$ cat config.mk
export PLATFORM = sky130hd
export DESIGN_NAME = phy_regfile
export DESIGN_NICKNAME = d
export VERILOG_FILES = /design/src/rtl/mii_mgmt_pkg.sv /design/src/rtl/phy_regfile.sv
export SDC_FILE = /design/constraint.sdc
export NUM_CORES = 1
export LEC_CHECK = 0
export ABC_AREA = 1
export ABC_CLOCK_PERIOD_IN_PS = 5000
export BUFFER_PORTS_ARGS = -buffer_cell sky130_fd_sc_hd__buf_2
export CAP_MARGIN = 20
export CORE_ASPECT_RATIO = 0.9
export CORE_MARGIN = 2
export CORE_UTILIZATION = 67
export CTS_CLUSTER_DIAMETER = 60
export DETAILED_ROUTE_END_ITERATION = 16
export MAX_ROUTING_LAYER = met4
export PLACE_DENSITY = 0.86
export SLEW_MARGIN = 25
export SYNTH_ARGS = -nofsm -noshare
export SYNTH_HDL_FRONTEND = slang
export SYNTH_SLANG_ARGS = --single-unit
$ cat constraint.sdc
create_clock -name clk -period 5 [get_ports clk]
set_clock_uncertainty 0.1 [all_clocks]
set_input_delay 1 -clock clk [delete_from_list [all_inputs] [get_ports clk]]
set_output_delay 1 -clock clk [all_outputs]
set_load 0.005 [all_outputs]
$ cat src/rtl/mii_mgmt_pkg.sv
package mii_mgmt_pkg;
  localparam int PHY_AW = 5;
  localparam int REG_AW = 5;

  localparam int IDX_CTRL    = 0;
  localparam int IDX_STATUS  = 1;
  localparam int IDX_ID_HI   = 2;
  localparam int IDX_ID_LO   = 3;
  localparam int IDX_ADVERT  = 4;
  localparam int IDX_PARTNER = 5;

  localparam int BIT_SOFT_RST = 15;
  localparam int BIT_LINK     = 2;

  localparam logic [15:0] DEF_CTRL    = 16'h1000;
  localparam logic [15:0] DEF_STATUS  = 16'h7868;
  localparam logic [15:0] DEF_ID_HI   = 16'h2000;
  localparam logic [15:0] DEF_ID_LO   = 16'h5C90;
  localparam logic [15:0] DEF_ADVERT  = 16'h01E1;
  localparam logic [15:0] PARTNER_UP  = 16'h01E1;
  localparam logic [15:0] PARTNER_MSK = 16'h01FF;

  typedef enum logic [2:0] {
    H_ADDR   = 3'd0,
    H_TXDATA = 3'd1,
    H_CMD    = 3'd2,
    H_RXDATA = 3'd3,
    H_STAT   = 3'd4
  } hostReg_e;

  typedef struct packed {
    logic              wrEn;
    logic [REG_AW-1:0] regAdr;
    logic [15:0]       wrData;
  } phyReq_t;
endpackage

$ cat src/rtl/phy_regfile.sv
module phy_regfile
  import mii_mgmt_pkg::*;
#(
  parameter int NREG = 16,
  parameter int DW   = 16
) (
  input  logic              clk,
  input  logic              rstN,
  input  logic              linkUp,
  input  phyReq_t           req,
  input  logic [REG_AW-1:0] rdAdr,
  output logic [DW-1:0]     rdData,
  output logic              statusLink,
  output logic [DW-1:0]     partnerAbl
);
  localparam int IW = $clog2(NREG);
  typedef logic [NREG-1:0][DW-1:0] regs_t;

  regs_t regs, nxt;
  logic  linkSeen;
  logic  softRst;

  function automatic regs_t withLink(regs_t a, logic up);
    regs_t r = a;
    r[IDX_STATUS][BIT_LINK] = up;
    r[IDX_PARTNER] = up ? (r[IDX_PARTNER] | DW'(PARTNER_UP))
                        : (r[IDX_PARTNER] & DW'(PARTNER_MSK));
    return r;
  endfunction

  function automatic regs_t defaults(logic up);
    regs_t r = '0;
    r[IDX_CTRL]   = DW'(DEF_CTRL);
    r[IDX_STATUS] = DW'(DEF_STATUS);
    r[IDX_ID_HI]  = DW'(DEF_ID_HI);
    r[IDX_ID_LO]  = DW'(DEF_ID_LO);
    r[IDX_ADVERT] = DW'(DEF_ADVERT);
    return withLink(r, up);
  endfunction

  function automatic logic isReadOnly(int idx);
    return (idx == IDX_STATUS) || (idx == IDX_ID_HI) || (idx == IDX_ID_LO);
  endfunction

  always_comb begin
    nxt     = regs;
    softRst = 1'b0;
    if (req.wrEn && (int'(req.regAdr) < NREG)) begin
      if ((int'(req.regAdr) == IDX_CTRL) && req.wrData[BIT_SOFT_RST]) begin
        softRst = 1'b1;
        nxt     = defaults(linkUp);
      end else if (!isReadOnly(int'(req.regAdr))) begin
        nxt[req.regAdr[IW-1:0]] = DW'(req.wrData);
      end
    end
    if (!softRst && (linkUp != linkSeen)) begin
      nxt = withLink(nxt, linkUp);
    end
  end

  always_ff @(posedge clk) begin
    if (!rstN) begin
      regs     <= defaults(1'b0);
      linkSeen <= 1'b0;
    end else begin
      regs     <= nxt;
      linkSeen <= linkUp;
    end
  end

  assign rdData     = (int'(rdAdr) < NREG) ? nxt[rdAdr[IW-1:0]] : '0;
  assign statusLink = regs[IDX_STATUS][BIT_LINK];
  assign partnerAbl = regs[IDX_PARTNER];
endmodule

==> flow_summary.ini <==
[run_status]
status = completed

[yosys]
syn_inst = 2219
synth_edf_count = 0
async_reset_ff_share_pct = 0
ys_seq_area_share_pct = 38.0
synth_ff_type = dfxtp_1
synth_area_mm2 = 0.0135
ys_ff_latch = 257
yosysWarningCount = 0
syn_area_per_cell_um2 = 6.10
synth_nets = 2249
synth_cell_type_count = 26

[min_path]
whs_endpoint = regs[49]
whs_path_depth = 2
hold_class = register to register
hp-start = regs[49]

[cts]
cts_max_level = 1
clock_sinks = 257
path_clk_slew_ps = 60
insertion_delay_ps = 530
post_cts_resized = 0
clockBufferDepth = 3
cts_hold_buf = 0
cts-root-buf = clkbuf_16
postCtsSetupBuffers = 0
cts_made_buffers = 27
cts_tree = built

[grt]
grt_first_pass_wirelength_um = 70800
grt_start_max_net_pins = 133
grt_usage_pct = 43.5
antenna_found_initial = 0
first_global_vias = 13000
grt.overflow.total = 0

[run]
drv_cap = 0

[power]
switching_share_pct = 25.9
p_int_mw = 3.52
power_leakage_nw = 7.20
seq_power_share_pct = 43.8
clkPwrFrac_pct = 45.1
vdd_drop_max_v = 0.000319
p_per_area_mw_per_mm2 = 317
p_switching_mw = 1.23
combPwrFrac_pct = 11.1

[worst_setup_path]
reg2reg_slack_ps = 3760
worstPathRequired_ps = 3900
path_max_fanout = 19
crit_type = primary input to output pin
endpoint_kind = output pin
startpoint_type = primary input
regToRegStartpoint = linkSeen
cp.arrival_ps = 3560
rr_endpoint = partnerAbl[0]
worst_r2r_path_depth = 5

[routing]
met3_length_um = 6470
wl_met1_um = 17800
route.met2.wl_um = 19600
drtIter0Drc = 2103
vias = 14800
wirelength_um = 46700
wl_per_cell_um = 18.8
postRouteAntennaNets = 0
drt-vias-per-instance = 5.95
topRoutingLayerUsed = met4
dr.pass1.iters = 8
drc = 0

[timing]
rsz0062_at_grt = false
min_period_over_period_pct = 93.2
setup_viol = 0
maxSlewHeadroom_pct = 31.4
holdWs_ps = 337
timing.setup.tns_ps = 0
fmax_ghz = 0.215
final.min_clock_period_ps = 4660
final_max_slew_viol_count = 0
tightestPinTransition_ps = 1030
finalHoldViolCount = 0

[placed_design]
dp_hpwl_um = 29600
place_congestion = 1.02
dp_cells = 2430
io_buffer_count = 62

[finish]
area_delta_synth_final_pct = 10.6
drive_gt1_share_pct = 9.44
fillerInstances = 1671
fin_nets = 2235
final_cells = 2481

[floorplanning]
die_area_mm2 = 0.0214
rows = 49
die_w_um = 154
start_util_pct = 67.9
chipHeight_um = 139
io_pins = 63
core_area_mm2 = 0.0199
-- power groups by stage --
stage / Sequential [mW] / Clock, mW / Combinational [mW]
after floorplan: 2.12 / 0 / 0.311
after global placement: 2.13 / 0 / 0.490
after detailed placement: 2.13 / 0 / 0.493
after CTS: 2.08 / 2.15 / 0.498
after global routing: 2.08 / 2.22 / 0.557
final: 2.08 / 2.14 / 0.525
-- synth_stat cells (29+ instances only) --
cell type | number | area [um^2]
nand2_1 | 678 | 2540
dfxtp_1 | 257 | 5140
buf_2 | 47 | 235
a21oi_1 | 29 | 145
o211ai_1 | 35 | 263
nand4_1 | 40 | 250
o21ai_1 | 36 | 180
inv_1 | 222 | 833
nand3_1 | 276 | 1380
clkbuf_1 | 76 | 285
nor2_1 | 364 | 1370
o21ai_0 | 48 | 240
-- worst max-delay path, stage by stage --
cell and delay [ps]:
buf_2 140, inv_2 90, nand2_1 480, buf_4 350
nor2_1 510, nand2_1 170, nand2_1 120, nor2_1 40
nand2_1 60, o211ai_1 110, nand3_1 110, nand2_1 80
nand2_1 70, nor2_1 90, buf_2 130
-- worst max-delay path by stage --
stage / start / endpoint / slack [ps] / cells after the start
finish: req[20] / rdData[11] / 340 / 15
global route: req[20] / rdData[6] / 230 / 14
CTS: req[20] / rdData[11] / 440 / 15
detailed placement: req[20] / rdData[11] / 480 / 15
global placement: req[20] / rdData[11] / 480 / 15
floorplan: req[20] / rdData[4] / 1600 / 13
-- area by class of cell --
type	instances	area, um^2	area share [%]
multi-input combinational	1564	6780	45.3
sequential	257	5140	34.4
inverter	237	897	5.99
timing repair buffer	118	891	5.95
clock buffer	37	753	5.03
tap	255	319	2.13
clock inverter	12	185	1.24
antenna	1	2.50	0.0167
-- cell usage in the layout (no fill, tap or decap), types with 2 or more instances in the layout --
| cell type | count |
|---|---|
| clkbuf_1 | 6 |
| buf_2 | 61 |
| nand2_2 | 3 |
| nand4_1 | 40 |
| bufinv_16 | 5 |
| inv_2 | 10 |
| nor2_2 | 11 |
| o21ai_1 | 36 |
| o211ai_1 | 35 |
| clkbuf_8 | 4 |
| a21oi_1 | 29 |
| buf_4 | 45 |
| nand2_1 | 677 |
| clkinv_1 | 4 |
| inv_1 | 221 |
| nor2_4 | 4 |
| clkbuf_16 | 27 |
| nor3_1 | 6 |
| o21ai_0 | 48 |
| dfxtp_1 | 257 |
| nand3_1 | 276 |
| nor2_1 | 364 |
| clkinv_2 | 7 |
| buf_12 | 11 |
| o221ai_1 | 3 |
| nand3b_1 | 10 |
| and2_1 | 2 |
| or2_2 | 17 |
-- metrics by stage --
stage / setup slack [ps] / instance area (um^2) / power [mW] / utilization [%]
3_5_place_dp: 479 / 14000 / 2.62 / 70.3
2_1_floorplan: 1600 / 13500 / 2.44 / -
3_3_place_gp: 478 / 14000 / 2.61 / 70.3
5_1_grt: 232 / 15000 / 4.86 / 75.1
4_1_cts: 436 / 14900 / 4.72 / 75.0
6_report: 340 / 15000 / 4.75 / 75.1
-- state kept, by name (all words and copies together), names as in the netlist --
| name | count |
|---|---|
| statusLink | 1 |
| linkSeen | 1 |
| regs | 239 |
| partnerAbl | 16 |
-- cell families after synthesis --
| kind of cell | after synthesis | synth area share, % |
|---|---|---|
| buffers and inverters | 398 | 12.0 |
| AO/OA/AOI/OAI | 152 | 6.37 |
| flip-flops | 257 | 38.0 |
| AND/OR/NAND/NOR | 1412 | 43.7 |
-- per-layer routing --
layer	up-vias	GRT usage (%)
met5	-	-
met4	0	23.0
met3	206	9.88
met2	1063	62.1
met1	6612	57.7
li1	6884	-
No activity file was read; power rests on OpenSTA's default activity.
